`src/rtl/irq_arb_pkg.sv`:
```
package irq_arb_pkg;
    localparam int LVL_W        = 3;
    localparam int VEC_W        = 8;
    localparam int EXT_VEC_BASE = 24;
    localparam int ONC_VEC_BASE = 56;

    typedef struct packed {
        logic             req;
        logic [LVL_W-1:0] lvl;
        logic [VEC_W-1:0] vec;
        logic [LVL_W-1:0] mask;
    } arb_state_t;
endpackage

```
`src/rtl/irq_src_qualify.sv`:
```
module irq_src_qualify
    import irq_arb_pkg::*;
#(
    parameter int N_SRC = 16
) (
    input  logic [N_SRC-1:0]           pend_i,
    input  logic [(N_SRC-1)*LVL_W-1:0] lvl_i,
    input  logic [LVL_W-1:0]           mask_i,
    output logic [N_SRC-1:0]           elig_o,
    output logic [N_SRC*LVL_W-1:0]     eff_lvl_o
);
    localparam logic [LVL_W-1:0] TOP_LVL = '1;

    for (genvar g = 0; g < N_SRC; g++) begin : g_src
        logic [LVL_W-1:0] lvl_w;
        if (g == N_SRC - 1) begin : g_fixed
            // the non-maskable line has a hardwired top level
            assign lvl_w = TOP_LVL;
        end else begin : g_prog
            assign lvl_w = lvl_i[g*LVL_W +: LVL_W];
        end
        assign eff_lvl_o[g*LVL_W +: LVL_W] = lvl_w;
        assign elig_o[g] = pend_i[g] && (lvl_w != '0)
                           && ((lvl_w > mask_i) || (lvl_w == TOP_LVL));
    end
endmodule

```
`src/rtl/irq_winner_pick.sv`:
```
module irq_winner_pick
    import irq_arb_pkg::*;
#(
    parameter int N_SRC = 16,
    localparam int IDX_W = $clog2(N_SRC)
) (
    input  logic [N_SRC-1:0]       elig_i,
    input  logic [N_SRC*LVL_W-1:0] eff_lvl_i,
    output logic                   found_o,
    output logic [IDX_W-1:0]       win_idx_o,
    output logic [LVL_W-1:0]       win_lvl_o
);
    // ascending scan with >= lets a larger index take over on equal level
    always_comb begin
        found_o   = 1'b0;
        win_idx_o = '0;
        win_lvl_o = '0;
        for (int i = 0; i < N_SRC; i++) begin
            if (elig_i[i] && (eff_lvl_i[i*LVL_W +: LVL_W] >= win_lvl_o)) begin
                found_o   = 1'b1;
                win_idx_o = IDX_W'(i);
                win_lvl_o = eff_lvl_i[i*LVL_W +: LVL_W];
            end
        end
    end
endmodule

```
`src/rtl/irq_vector_map.sv`:
```
module irq_vector_map
    import irq_arb_pkg::*;
#(
    parameter int N_SRC = 16,
    parameter int N_EXT = 8,
    localparam int IDX_W = $clog2(N_SRC)
) (
    input  logic [IDX_W-1:0] win_idx_i,
    input  logic [LVL_W-1:0] win_lvl_i,
    output logic [VEC_W-1:0] vec_o
);
    localparam logic [IDX_W-1:0] FIRST_EXT = IDX_W'(N_SRC - N_EXT);

    logic is_ext;
    assign is_ext = (win_idx_i >= FIRST_EXT);
    assign vec_o  = (is_ext ? VEC_W'(EXT_VEC_BASE) : VEC_W'(ONC_VEC_BASE))
                    + VEC_W'(win_lvl_i);
endmodule

```
`src/rtl/irq_prio_arbiter.sv`:
```
module irq_prio_arbiter
    import irq_arb_pkg::*;
#(
    parameter int N_SRC = 16,
    parameter int N_EXT = 8
) (
    input  logic                       clk,
    input  logic                       rst_n,
    input  logic [N_SRC-1:0]           pend_i,
    input  logic [(N_SRC-1)*LVL_W-1:0] lvl_i,
    input  logic [LVL_W-1:0]           mask_i,
    input  logic                       nest_mode_i,
    input  logic                       take_i,
    output logic                       req_o,
    output logic [LVL_W-1:0]           req_lvl_o,
    output logic [VEC_W-1:0]           req_vec_o,
    output logic [LVL_W-1:0]           new_mask_o
);
    localparam int IDX_W = $clog2(N_SRC);
    localparam logic [LVL_W-1:0] TOP_LVL = '1;

    logic [N_SRC-1:0]       elig;
    logic [N_SRC*LVL_W-1:0] eff_lvl;
    logic                   found;
    logic [IDX_W-1:0]       win_idx;
    logic [LVL_W-1:0]       win_lvl;
    logic [VEC_W-1:0]       win_vec;

    arb_state_t st_d, st_q;

    irq_src_qualify #(.N_SRC(N_SRC)) u_qual (
        .pend_i    (pend_i),
        .lvl_i     (lvl_i),
        .mask_i    (mask_i),
        .elig_o    (elig),
        .eff_lvl_o (eff_lvl)
    );

    irq_winner_pick #(.N_SRC(N_SRC)) u_pick (
        .elig_i    (elig),
        .eff_lvl_i (eff_lvl),
        .found_o   (found),
        .win_idx_o (win_idx),
        .win_lvl_o (win_lvl)
    );

    irq_vector_map #(.N_SRC(N_SRC), .N_EXT(N_EXT)) u_vec (
        .win_idx_i (win_idx),
        .win_lvl_i (win_lvl),
        .vec_o     (win_vec)
    );

    always_comb begin
        st_d     = st_q;
        st_d.req = found;
        st_d.lvl = found ? win_lvl : '0;
        st_d.vec = found ? win_vec : '0;
        // the take strobe acts on the winner the CPU currently sees
        if (take_i && st_q.req) begin
            st_d.mask = nest_mode_i ? st_q.lvl : TOP_LVL;
        end
    end

    always_ff @(posedge clk or negedge rst_n) begin
        if (!rst_n) begin
            st_q.req  <= 1'b0;
            st_q.lvl  <= '0;
            st_q.vec  <= '0;
            st_q.mask <= TOP_LVL;
        end else begin
            st_q <= st_d;
        end
    end

    assign req_o      = st_q.req;
    assign req_lvl_o  = st_q.lvl;
    assign req_vec_o  = st_q.vec;
    assign new_mask_o = st_q.mask;
endmodule

```
`config.mk`:
```
export PLATFORM = sky130hd
export DESIGN_NAME = irq_prio_arbiter
export DESIGN_NICKNAME = d
export VERILOG_FILES = /design/src/rtl/irq_arb_pkg.sv /design/src/rtl/irq_src_qualify.sv /design/src/rtl/irq_winner_pick.sv /design/src/rtl/irq_vector_map.sv /design/src/rtl/irq_prio_arbiter.sv
export SDC_FILE = /design/constraint.sdc
export NUM_CORES = 1
export LEC_CHECK = 0
export BUFFER_PORTS_ARGS = -buffer_cell sky130_fd_sc_hd__buf_4
export CORE_ASPECT_RATIO = 0.75
export CORE_MARGIN = 5
export CORE_UTILIZATION = 40
export CTS_BUF_LIST = sky130_fd_sc_hd__clkbuf_4 sky130_fd_sc_hd__clkbuf_8
export CTS_CLUSTER_SIZE = 40
export DETAILED_ROUTE_END_ITERATION = 8
export PLACE_DENSITY = 0.57
export SLEW_MARGIN = 20
export SYNTH_ARGS = -nofsm -noshare
export SYNTH_HDL_FRONTEND = slang
export SYNTH_HIERARCHICAL = 1
export SYNTH_SLANG_ARGS = --single-unit
```
`constraint.sdc`:
```
create_clock -name clk -period 1.46 [get_ports clk]
set_input_delay 0.438 -clock clk [delete_from_list [all_inputs] [get_ports clk]]
set_output_delay 0.438 -clock clk [all_outputs]
set_load 0.05 [all_outputs]
```
==> impl_metrics.sql <==
INSERT INTO impl_metrics (metric_group, metric, value, unit) VALUES
('timing', 'final.min_clock_period', '19.02', 'ns'),
('critical_path', 'critical_path.max_fanout', '6', ''),
('critical_path', 'timing_worst_setup_path_type', 'input pin to register', ''),
('cts', 'cts_buffers', '3', ''),
('timing', 'timing.final.hold_violations', '0', ''),
('cts', 'clock-root-buffer', 'sky130_fd_sc_hd__clkbuf_8', ''),
('route', 'remaining_drc_errors', '0', ''),
('cells_and_area', 'num_antenna_cells', '0', ''),
('route', 'drt-pass1-iter-count', '4', ''),
('critical_path', 'regToRegStartpoint', 'new_mask_o[0]$_DFFE_PN1P_', ''),
('cts', 'clock_tree_from_tritoncts', 'built', ''),
('cts', 'ctsLongestPathBuffers', '2', ''),
('cts', 'clkSinkCount', '15', ''),
('grt', 'gr-max-usage-layer', 'met2', ''),
('cells_and_area', 'drive_gt1_share', '52.6', '%'),
('run_status', 'violations_in_the_final_reports', 'negative setup slack', ''),
('grt', 'grt_first_pass_wirelength', '23800', 'um'),
('placement', 'dp.final_hpwl', '11200', 'um'),
('timing', 'max_clock_freq', '52.6', 'MHz'),
('power', 'net_switching', '0.00378', 'W'),
('critical_path', 'cp.buffers_inverters', '5', ''),
('die', 'floorplan.die.width', '133', 'um'),
('placement', 'finalWeightedCongestion', '0.908', ''),
('cells_and_area', 'fillers', '900', ''),
('timing', 'fin_skew', '0.000668', 'ns'),
('grt', 'grt_pass1_vias', '5258', ''),
('route', 'detail_route.wl_per_cell', '14.7', 'um'),
('min_path', 'hold_path.class', 'input pin to asynchronous set/reset pin', ''),
('timing', 'layout_setup_ws', '-17.56', 'ns'),
('route', 'postRouteWirelength', '14300', 'um'),
('synth', 'ys_warn_count', '6', ''),
('timing', 'post-route-period-util', '1300', '%'),
('critical_path', 'worst_path_most_repeated_cell', 'sky130_fd_sc_hd__nand2b_4', ''),
('route', 'detailed_route_vias_per_instance', '5.33', ''),
('die', 'fp-row-count', '33', ''),
('critical_path', 'cp_slowest_cell', 'sky130_fd_sc_hd__o41ai_4', ''),
('route', 'ant_nets', '0', ''),
('timing', 'timing_worst_slew_pin_value', '0.519', 'ns'),
('critical_path', 'cp-end-kind', 'register', ''),
('power', 'power_switching_share', '43.3', '%'),
('power', 'comb_power_share', '88.6', '%'),
('die', 'num_io_pins', '83', ''),
('timing', 'rsz0062_at_grt', 'true', ''),
('die', 'floorplan.initialDensity', '41.2', '%'),
('synth', 'synth.cell_area', '4520', 'um^2'),
('flow_run', 'drv_cap', '0', ''),
('cells_and_area', 'area_delta_synth_final', '62.1', '%'),
('grt', 'track_usage', '20.5', '%'),
('critical_path', 'r2r_setup_slack', '0.62', 'ns'),
('timing', 'hold_slack', '0.0335', 'ns'),
('route', 'num_vias', '5192', ''),
('grt', 'grt_max_degree', '16', ''),
('cts', 'clk_pin_slew_worst_paths', '0.06', 'ns'),
('die', 'design.die.area', '13500', 'um^2'),
('cts', 'clock_latency', '0.24', 'ns'),
('power', 'cell_internal_pwr', '0.00496', 'W'),
('grt', 'overflow', '0', ''),
('power', 'worst_ir_drop_vdd', '0.000584', 'V'),
('power', 'seq_power_share', '7.4', '%'),
('power', 'clockPowerShare', '4.0', '%'),
('grt', 'gr-usage-met2', '35.4', '%'),
('critical_path', 'timing.critical_path.from_type', 'input pin', ''),
('critical_path', 'cp_data_arrival_time', '19.15', 'ns'),
('synth', 'postSynthAreaPerCell', '7.75', 'um^2'),
('power', 'power_density', '1190', 'nW/um^2'),
('timing', 'maxSlewViolCount', '0', ''),
('power', 'leakage', '3.55', 'nW'),
('grt', 'globalRouteMet3Util', '2.61', '%'),
('die', 'floorplan.die.height', '102', 'um'),
('critical_path', 'worstPathRequired', '1.60', 'ns'),
('die', 'core-area', '11000', 'um^2'),
('grt', 'met1_usage', '28.5', '%'),
('cells_and_area', 'fin_nets', '975', ''),
('run_status', 'status', 'complete, but fails checks', ''),
('route', 'dr.first_iter.drc_count', '261', ''),
('critical_path', 'crit_family', 'compound AO/OA/AOI/OAI gates', ''),
('critical_path', 'crit_path_start', 'mask_i[2]', ''),
('placement', 'port_buffers', '82', ''),
('critical_path', 'slowest_delay', '0.38', 'ns'),
('synth', 'syn_inst', '583', ''),
('placement', 'place_worst_setup_slack', '-18.37', 'ns'),
('grt', 'antenna_found_initial', '0', ''),
('timing', 'total_setup_violations_reported_at_the_end_of_the_flow', '10', ''),
('cts', 'htree_levels', '1', ''),
('timing', 'timing.slew.headroom', '65.2', '%');
[area by class of cell]
type                    count  area [um^2]  area share (%)
well taps                 140          175            2.39
repair buffers            301         2290            31.3
flip-flops and latches     15          379            5.17
clock buffers               4         48.8           0.666
inverters                  43          169            2.30
multi-input cells         472         4270            58.2
[worst reg2reg max path, cell delays in order (launching register included)]
cell and delay [ns]:
sky130_fd_sc_hd__dfstp_2 0.53, sky130_fd_sc_hd__a21oi_1 0.04, sky130_fd_sc_hd__a41oi_1 0.18
[final timing paths]
check | depth (start not counted) | end
setup / recovery | 103 | req_vec_o[0]$_DFF_PN0_
hold / removal | 1 | req_lvl_o[2]$_DFF_PN0_
setup reg to reg | 2 | new_mask_o[0]$_DFFE_PN1P_
hold reg to reg | 2 | new_mask_o[1]$_DFFE_PN1P_
max in group asynchronous | 1 | new_mask_o[1]$_DFFE_PN1P_
min in group clk | 2 | new_mask_o[1]$_DFFE_PN1P_
[power by group through the flow]
| stage | clock [W] | combinational [W] | sequential, W |
|---|---|---|---|
| after detailed placement | 0 | 0.00628 | 0.000656 |
| after global routing | 0.000380 | 0.00838 | 0.000669 |
| after global placement | 0 | 0.00609 | 0.000654 |
| after CTS | 0.000356 | 0.00719 | 0.000649 |
| after floorplan | 0 | 0.00352 | 0.00117 |
| final | 0.000347 | 0.00774 | 0.000648 |
[sequential cells by signal, indices dropped and copies added, names as in the netlist]
register	count
req_o	1
new_mask_o	3
req_vec_o	8
req_lvl_o	3
[placed cells by master, fill, tap and decap left out, drive strengths merged, types with 6 or more instances in the layout]
cell	count
nor2	23
nor3	7
buf	301
ha	71
maj3	6
nand4	13
a211o	6
dfrtp	12
nand3b	6
nand3	24
or3	6
and3	8
a21oi	31
a41oi	6
nand2b	17
a31oi	10
or2	14
o21a	7
inv	41
o211ai	10
o2111ai	11
nand2	57
o21ai	30
and2	23
conb	7
[layer usage]
metal	vias to the layer above	share of wire, %
li1	2643	-
met1	2431	49
met2	106	46
met3	12	4.2
met4	0	0.57
met5	-	0
[what timing repair did]
| item | CTS | global route |
|---|---|---|
| cloned | 1 | 0 |
| hold buffers | 0 | 0 |
| setup buffers | 36 | 13 |
| gates resized for setup | 43 | 28 |
| endpoints found under the setup margin | 10 | 10 |
| pin swaps | 67 | 36 |
| hold endpoints to repair | 0 | 0 |
[per-stage QoR]
step | std cells | cell area (um^2) | util, % | TNS (ns) | total power [W]
floorplan | 587 | 4860 | - | -177.48 | 0.00468
global placement | 922 | 6510 | 59.3 | -179.51 | 0.00675
detailed placement | 922 | 6510 | 59.3 | -183.45 | 0.00694
CTS | 962 | 7060 | 64.3 | -175.43 | 0.00820
global route | 975 | 7330 | 66.7 | -183.68 | 0.00943
finish | 975 | 7330 | 66.7 | -175.37 | 0.00874
No activity file was read; power rests on OpenSTA's default activity.
